### src/rtl/ovl_pkg.sv
`timescale 1ns/1ps
package ovl_pkg;
    localparam int AW       = 15;
    localparam int DW       = 8;
    localparam int STRIDE_W = 5;
    localparam int STRIDE   = 1 << STRIDE_W;
    localparam int IDXW     = AW - STRIDE_W;
    localparam int NWIN     = 3;

    typedef logic [IDXW-1:0] stride_t;

    // first stride index of each window (A14..A5) and its length in strides
    localparam stride_t WIN_BASE [NWIN] = '{10'h046, 10'h05C, 10'h0AB};
    localparam int      WIN_LEN  [NWIN] = '{1, 1, 3};

    function automatic int win_first(int w);
        int acc = 0;
        for (int k = 0; k < NWIN; k++)
            if (k < w) acc += WIN_LEN[k] * STRIDE;
        return acc;
    endfunction

    localparam int DEPTH = win_first(NWIN);
    localparam int SAW   = $clog2(DEPTH);

    typedef struct packed {
        logic [DW-1:0] data;
        logic          vld;
    } rdreg_t;

    // stand-in image of the unmodified firmware
    function automatic logic [DW-1:0] orig_byte(logic [AW-1:0] off);
        return off[7:0] ^ {off[14:8], 1'b1};
    endfunction

    // image served by the overlay at a given offset
    function automatic logic [DW-1:0] image_byte(logic [AW-1:0] off);
        logic [DW-1:0] b;
        case (off)
            15'h08DB: b = 8'hEB;
            15'h08DC: b = 8'h03;
            15'h08DD: b = 8'hEE;
            15'h0B90: b = 8'hEB;
            15'h0B91: b = 8'hDC;
            15'h156E: b = 8'hE4;
            15'h156F: b = 8'h60;
            15'h159F: b = 8'h75;
            15'h15A0: b = 8'h1F;
            15'h15A1: b = 8'h90;
            default: begin
                if (off >= 15'h1570 && off <= 15'h159E) b = orig_byte(off - 15'd2);
                else                                    b = orig_byte(off);
            end
        endcase
        return b;
    endfunction

    // firmware offset held by store entry i
    function automatic logic [AW-1:0] entry_offset(int i);
        int rem = i;
        logic [AW-1:0] off = '0;
        for (int w = 0; w < NWIN; w++) begin
            if (rem >= 0 && rem < WIN_LEN[w] * STRIDE)
                off = AW'(int'(WIN_BASE[w]) * STRIDE + rem);
            rem -= WIN_LEN[w] * STRIDE;
        end
        return off;
    endfunction
endpackage

### src/rtl/ovl_window_match.sv
`timescale 1ns/1ps
module ovl_window_match
    import ovl_pkg::*;
(
    input  logic           sel_n,
    input  logic [AW-1:0]  addr,
    output logic [NWIN-1:0] hit,
    output logic [SAW-1:0] idx
);
    stride_t        stride;
    logic [SAW-1:0] idx_w [NWIN];

    assign stride = addr[AW-1:STRIDE_W];

    for (genvar w = 0; w < NWIN; w++) begin : g_win
        localparam int      FIRST = win_first(w);
        localparam stride_t LO    = WIN_BASE[w];
        localparam stride_t HI    = stride_t'(int'(WIN_BASE[w]) + WIN_LEN[w] - 1);
        logic in_rng;
        assign in_rng   = (stride >= LO) && (stride <= HI);
        assign hit[w]   = !sel_n && in_rng;
        assign idx_w[w] = hit[w]
            ? SAW'(FIRST + int'(stride - LO) * STRIDE + int'(addr[STRIDE_W-1:0]))
            : '0;
    end

    always_comb begin
        idx = '0;
        for (int w = 0; w < NWIN; w++) idx = idx | idx_w[w];
    end
endmodule

### src/rtl/ovl_patch_store.sv
`timescale 1ns/1ps
module ovl_patch_store
    import ovl_pkg::*;
(
    input  logic [SAW-1:0] idx,
    output logic [DW-1:0]  data
);
    logic [DW-1:0] mem [DEPTH];

    for (genvar i = 0; i < DEPTH; i++) begin : g_ent
        localparam logic [DW-1:0] VAL = image_byte(entry_offset(i));
        assign mem[i] = VAL;
    end

    always_comb begin
        data = '0;
        for (int i = 0; i < DEPTH; i++)
            if (idx == SAW'(i)) data = mem[i];
    end
endmodule

### src/rtl/rom_overlay_dec.sv
`timescale 1ns/1ps
module rom_overlay_dec
    import ovl_pkg::*;
(
    input  logic          clk,
    input  logic          rst_n,
    input  logic          fw_lo_sel_n,
    input  logic [AW-1:0] addr,
    input  logic          rd_stb,
    input  logic [DW-1:0] rom_data,
    output logic          rom_dis_n,
    output logic          patch_oe,
    output logic [DW-1:0] rd_data,
    output logic [DW-1:0] rd_data_q,
    output logic          rd_valid_q
);
    logic [NWIN-1:0] hit;
    logic [SAW-1:0]  idx;
    logic [DW-1:0]   store_data;
    logic            any_hit;
    rdreg_t          r_d, r_q;

    ovl_window_match u_match (
        .sel_n (fw_lo_sel_n),
        .addr  (addr),
        .hit   (hit),
        .idx   (idx)
    );

    ovl_patch_store u_store (
        .idx  (idx),
        .data (store_data)
    );

    assign any_hit   = |hit;
    assign patch_oe  = any_hit;
    assign rom_dis_n = !any_hit;
    assign rd_data   = any_hit ? store_data : rom_data;

    always_comb begin
        r_d     = r_q;
        r_d.vld = rd_stb;
        if (rd_stb) r_d.data = rd_data;
    end

    always_ff @(posedge clk or negedge rst_n) begin
        if (!rst_n) r_q <= '0;
        else        r_q <= r_d;
    end

    assign rd_data_q  = r_q.data;
    assign rd_valid_q = r_q.vld;
endmodule

### config.mk
export PLATFORM = sky130hd
export DESIGN_NAME = rom_overlay_dec
export DESIGN_NICKNAME = d
export VERILOG_FILES = /design/src/rtl/ovl_pkg.sv /design/src/rtl/ovl_window_match.sv /design/src/rtl/ovl_patch_store.sv /design/src/rtl/rom_overlay_dec.sv
export SDC_FILE = /design/constraint.sdc
export NUM_CORES = 1
export LEC_CHECK = 0
export ABC_AREA = 1
export BUFFER_PORTS_ARGS = -buffer_cell sky130_fd_sc_hd__buf_2
export CAP_MARGIN = 20
export CORE_MARGIN = 1.5
export CORE_UTILIZATION = 55
export DETAILED_ROUTE_END_ITERATION = 8
export PLACE_DENSITY = 0.79
export SYNTH_ARGS = -nofsm -noshare
export SYNTH_HDL_FRONTEND = slang
export SYNTH_SLANG_ARGS = --single-unit
### constraint.sdc
create_clock -name clk -period 11.65 [get_ports clk]
set_input_delay 1.7475 -clock clk [delete_from_list [all_inputs] [get_ports clk]]
set_output_delay 1.7475 -clock clk [all_outputs]
set_load 0.05 [all_outputs]
**Yosys cells after proc, flatten, opt, wreduce, memory -nomap -nowiden**

Index checks and enable logic that the tools add are counted.

- Output and inout bits: 19
- Bits in registers: 9
- Word-level logic and storage cells: 351

- Equality and inequality tests: 159
- Mux-type cells: 164
- Magnitude comparators: 6
- Bitwise logic cells: 2
- Reductions and logical operators: 10
- $add $sub $neg: 8

Operators with widths:

| operator | number |
|---|---|
| $mux 8 | 164 |
| $eq 8x7->1 const B | 64 |
| $eq 8x6->1 const B | 32 |
| $eq 8x8->1 const B | 32 |
| $eq 8x5->1 const B | 16 |
| $eq 8x4->1 const B | 8 |
| $eq 8x3->1 const B | 4 |
| $add 8x6->8 | 3 |
| $ge 10x7->1 const B | 2 |
| $le 10x7->1 const B | 2 |
| $eq 8x2->1 const B | 2 |
| $or 8x8->8 | 2 |
| $ge 10x8->1 const B | 1 |
| $le 10x8->1 const B | 1 |
| $add 7x8->8 const A | 1 |
| $add 8x8->8 const A | 1 |
| $eq 8x1->1 const B | 1 |
| $logic_not 8->1 | 1 |
| $logic_and 1x1->1 | 6 |
| $sub 3x3->3 const B | 2 |
| $reduce_or 3->1 | 1 |
| $sub 3x2->3 const B | 1 |
| $logic_not 1->1 | 2 |

**Depth between registers and ports, before layout**

- Depth in word-level cells: 168
- Mapped depth: 48
- Gate-level depth less buffers: 48

**By module**

Synthesis repeated with hierarchy kept, for this count alone.

- Cells, all modules: 497
- Area, all modules: 2582.5 µm²

By module, submodules not included:

| module | times used | cells each | area each (µm²) |
|---|---|---|---|
| ovl_patch_store | 1 | 348 | 1645.3 |
| rom_overlay_dec | 1 | 79 | 550.5 |
| ovl_window_match | 1 | 70 | 386.6 |

**Worst setup path before layout**

Ideal clock, no wire load.

- Kind: input-to-output
- Start: in addr[5]
- End: out rd_data[0]
- Stages on the path: 42
- Data arrival time: 5.582 ns
- Required time: 9.903 ns
- Setup slack: 4.320 ns
- Path buffers: 1
- Path through: inv_1 -> ha_1 -> nand2_1 -> nor2_2 -> nand3_1 -> nand3_4 -> buf_6 -> o41ai_2 -> nand3_2 -> nand3_2 -> nor2_2 -> nand4_1 -> nor2_1 -> nand4_1 -> nor2_1 -> nand4_1 -> nor2_1 -> nand4_1 -> [6 not listed] -> nor2_1 -> nand4_1 -> nor2_1 -> nand4_1 -> nor2_1 -> nand4_1 -> nor2_1 -> nand4_1 -> nor2_1 -> nand4_1 -> nor2_1 -> nand4_1 -> nor2_1 -> nand4_1 -> nor2_1 -> nand4_1 -> nand2_1 -> nand2_1

- Elaborated cells on any way between the ends: 347
- Classes of those cells: 8 x add/sub; 6 x order compare; 159 x eq/ne; 164 x mux; 2 x bitwise; 8 x reduce/logical

RTL lines:

| what | RTL line | source |
|---|---|---|
| from (decl) | rom_overlay_dec.sv:8 | `input logic [AW-1:0] addr,` |
| $ge 10x7->1, or another cell as far along | ovl_window_match.sv:20 | `assign in_rng = (stride >= LO) && (stride <= HI);` |
| $logic_and 1x1->1 | ovl_window_match.sv:20 |  |
| $logic_and 1x1->1 | ovl_window_match.sv:21 | `assign hit[w] = !sel_n && in_rng;` |
| $reduce_or 3->1 * | rom_overlay_dec.sv:35 | `assign any_hit = \|hit;` |
| named net patch_oe | rom_overlay_dec.sv:12 | `output logic patch_oe,` |
| $mux 8 * | rom_overlay_dec.sv:38 | `assign rd_data = any_hit ? store_data : rom_data;` |
| to (decl) | rom_overlay_dec.sv:13 | `output logic [DW-1:0] rd_data,` |

The timed path passes the listed nets; every way through them passes the cells marked *.

**Final worst setup path**

- Start: in addr[5]
- End: out rd_data[0]

- Longest elaborated chain between the ends: 168
- Elaborated cells on any way between the ends: 347
- Classes of those cells: 8 x add/sub; 6 x order compare; 159 x eq/ne; 164 x mux; 2 x bitwise; 8 x reduce/logical

Ends and longest elaborated chain:

| what | RTL line | source |
|---|---|---|
| $sub 3x3->3, or another cell as far along | ovl_window_match.sv:23 | `? SAW'(FIRST + int'(stride - LO) * STRIDE + int'(addr[STRIDE_W-1:0]))` |
| $add 7x8->8 / $logic_and 1x1->1 (equally long branches) | ovl_window_match.sv:23, ovl_window_match.sv:20 |  |
| $add 8x6->8 / $logic_and 1x1->1 (equally long branches) | ovl_window_match.sv:23, ovl_window_match.sv:21 |  |
| $mux 8 | ovl_window_match.sv:23 |  |
| $or 8x8->8 (2 in a row) | ovl_window_match.sv:29 | `for (int w = 0; w < NWIN; w++) idx = idx \| idx_w[w];` |
| $logic_not 8->1 | ovl_patch_store.sv:18 | `if (idx == SAW'(i)) data = mem[i];` |
| $mux 8 (160 in a row) | ovl_patch_store.sv:18 |  |
| $mux 8 * | rom_overlay_dec.sv:38 |  |

Every way passes the cells marked *; elsewhere a longest branch is shown, timed or not.

==> key figures <==
Worst setup path
  • Worst path top cell family by delay: simple AND/OR/NAND/NOR gates
  • CP max stage delay: 0.26 ns
  • CP Buf/Inv Count: 3
  • CP max FO: 17
  • Number of cells on the critical path: 45
  • Setup CP Type: input pin to primary output
  • Critical path required time: 9.90 ns
  • CP Launch Type: input pin
  • Setup crit end kind: primary output
  • Crit path arrival time: 6.65 ns
  • Worst r2r path cells: 2
  • Critical-path top delay cell: nand3_4

Clock network
  • Clock Sinks: 9
  • Post-cts sizing count: 0
  • Hold-fix buffers at CTS: 0
  • CTS tree: built
  • Reg clk slew, reported paths: 0.04 ns
  • Worst skew pair latency: 0.22 ns
  • CTS H-tree depth: 1
  • # Post-CTS Setup Buffers: 0
  • Number of buffers created by CTS: 3
  • CTS Root Cell: clkbuf_8
  • Max Root-Sink Buffers: 2

STA
  • Post-route setup slack: 3.26 ns
  • Rel. slew slack: 32.4%
  • Minimum clock period: 8.39 ns
  • RSZ-0062 raised after global routing: no
  • Fin crit share: 72.0%
  • Fmax: 119 MHz
  • Worst Tran Pin Value: 1.01 ns
  • Final Max Slew Viols: 0
  • Setup TNS: 0 ns
  • Final Skew: 0 ns
  • Final setup vio count: 0
  • Endpoints failing hold: 0
  • Worst hold slack: 0.470 ns

Route
  • Total iterations of the first detailed-routing run: 5
  • Initial DRC Count: 412
  • Vias per std cell: 6.24
  • Residual DRC: 0
  • Antenna Nets Post-Route: 0
  • Via count: 3814
  • Routed Wire Length: 9.56 mm
  • WL/cell: 15.6 µm

GRT
  • Vias in the first global route: 3467
  • GR Overflow Total: 0
  • First-pass GRT wire length: 15.4 mm
  • Gr usage total: 36.6%
  • Antenna violations before repair: 0
  • Largest net degree at the start of global routing: 18

Die
  • Initial Util: 58.4%
  • DIE AREA: 5170 µm²
  • CORE AREA: 4470 µm²
  • DIE WIDTH: 71.9 µm
  • Top Ports: 46
  • Rows: 24
  • Die height: 71.9 µm

Synthesis
  • Mapped Cells: 518
  • Ys async rst share: 100%
  • Synth area leader: nand2_1
  • Synth top area share: 15.7%
  • Post-synthesis cell type count: 34
  • Synth Register Bits: 9
  • Register area share after synthesis: 8.62%
  • Yosys warns: 0
  • Syn avg cell area: 5.05 µm²
  • Number of enable flip-flop cells after synthesis: 0
  • Mapped Nets: 550
  • Most used flip-flop cell after synthesis: dfrtp_1
  • Mapped Area: 2610 µm²
  • Synth area leaders: nand2_1 16%, nor2_1 15%, inv_1 10%

Layout
  • Layout area overhead: 11.4%
  • Layout cell share with drive strength beyond 1: 13.8%
  • Fin nets: 592
  • Non-Filler Instances: 611
  • Ant diodes: 0
  • Final instance area: 2910 µm²

Place
  • Port Buf Inserts: 45
  • Dpl ws: 3.36 ns
  • Placer Congestion: 1.06
  • Placed Area: 2870 µm²
  • DP Wirelength: 7.28 mm
  • Cells after DPL: 607

Hold path
  • Hold path cells: 2
  • Min-Delay Path Class: register to register

Status
  • Status: finished clean

Run
  • Max-Cap Viols: 0

Pwr
  • Pwr/cell area: 38.9 nW/µm²
  • Worst VDD drop: 0.0392 mV
  • Pleak: 0.00142 µW
-- where the power goes --
group	total, µW	internal [µW]	leakage (µW)	switching (µW)
clock network	35.7	23.8	0.0000228	11.9
logic	42.4	11.3	0.00129	31.1
registers	35.2	34.1	0.000108	1.18
-- state kept, by name, summed over array words and instances (netlist names) --
| signal | cells |
|---|---|
| rd_valid_q | 1 |
| rd_data_q | 8 |
-- final timing paths --
check	from	slack (ns)	to
max in group asynchronous	rst_n	10.11	rd_data_q[0]
min in group asynchronous	rst_n	1.36	rd_data_q[7]
min reg2reg	rd_data_q[5]	0.47	rd_data_q[5]
min	rd_data_q[5]	0.47	rd_data_q[5]
max reg2reg	rd_data_q[2]	11.00	rd_data_q[2]
max	addr[5]	3.26	rd_data[0]
-- cell families after synthesis --
logic type	Yosys count	synth area share, %
fa+ha+maj	5	2.39
compound gates	92	20.2
simple gates	321	55.4
flops	9	8.62
buf+inv	91	13.4
-- metal layers --
metal	wire (µm)	track usage, %	vias to the layer above
met5	0	0	-
met4	432	15.3	0
met2	4290	63.6	304
met3	1140	3.89	45
li1	-	-	1814
met1	3690	46.1	1651
-- per-stage QoR --
stage / util [%] / power [µW]
CTS: 65.1 / 114
finish: 65.1 / 113
detailed placement: 64.1 / 78.0
floorplan: - / 63.9
global placement: 64.1 / 77.0
global route: 65.1 / 119
-- tightest hold or removal path, delay by kind of cell (launching register included) --
family	cells	cell delay, ns
flops	1	0.33
simple gates	2	0.10
-- cell type report --
cell class	instances	area, µm²
multi-input combinational	418	2040
fill	489	1560
inverter	83	312
sequential	9	225
timing repair buffer	45	225
tap	52	65.1
clock buffer	4	45.0
-- Yosys cell counts (2+ instances only) --
cell	number
nand2_1	109
nor2_1	106
inv_1	73
o21ai_0	53
nand4_1	33
nand3_1	28
nor3_1	14
a21oi_1	12
nand2_2	10
dfrtp_1	9
a31oi_1	8
nor4_1	8
clkbuf_1	7
inv_2	7
o22ai_1	6
ha_1	5
nor2_2	5
clkinv_1	3
o2111ai_1	3
a2111oi_0	2
nand3_2	2
nor2_4	2
o31ai_1	2
-- cells in the final DEF (no fill, tap or decap), types with 9 or more instances in the layout --
cell type | synthesis | layout
nand4_1 | 33 | 33
o21ai_0 | 53 | 53
nand2_1 | 109 | 109
nand2_2 | 10 | 10
nor3_1 | 14 | 14
nor2_1 | 106 | 106
dfrtp_1 | 9 | 9
nand3_1 | 28 | 28
a21oi_1 | 12 | 12
buf_2 | 0 | 45
inv_1 | 73 | 73
Note: power is estimated with default switching activity, not from simulation.
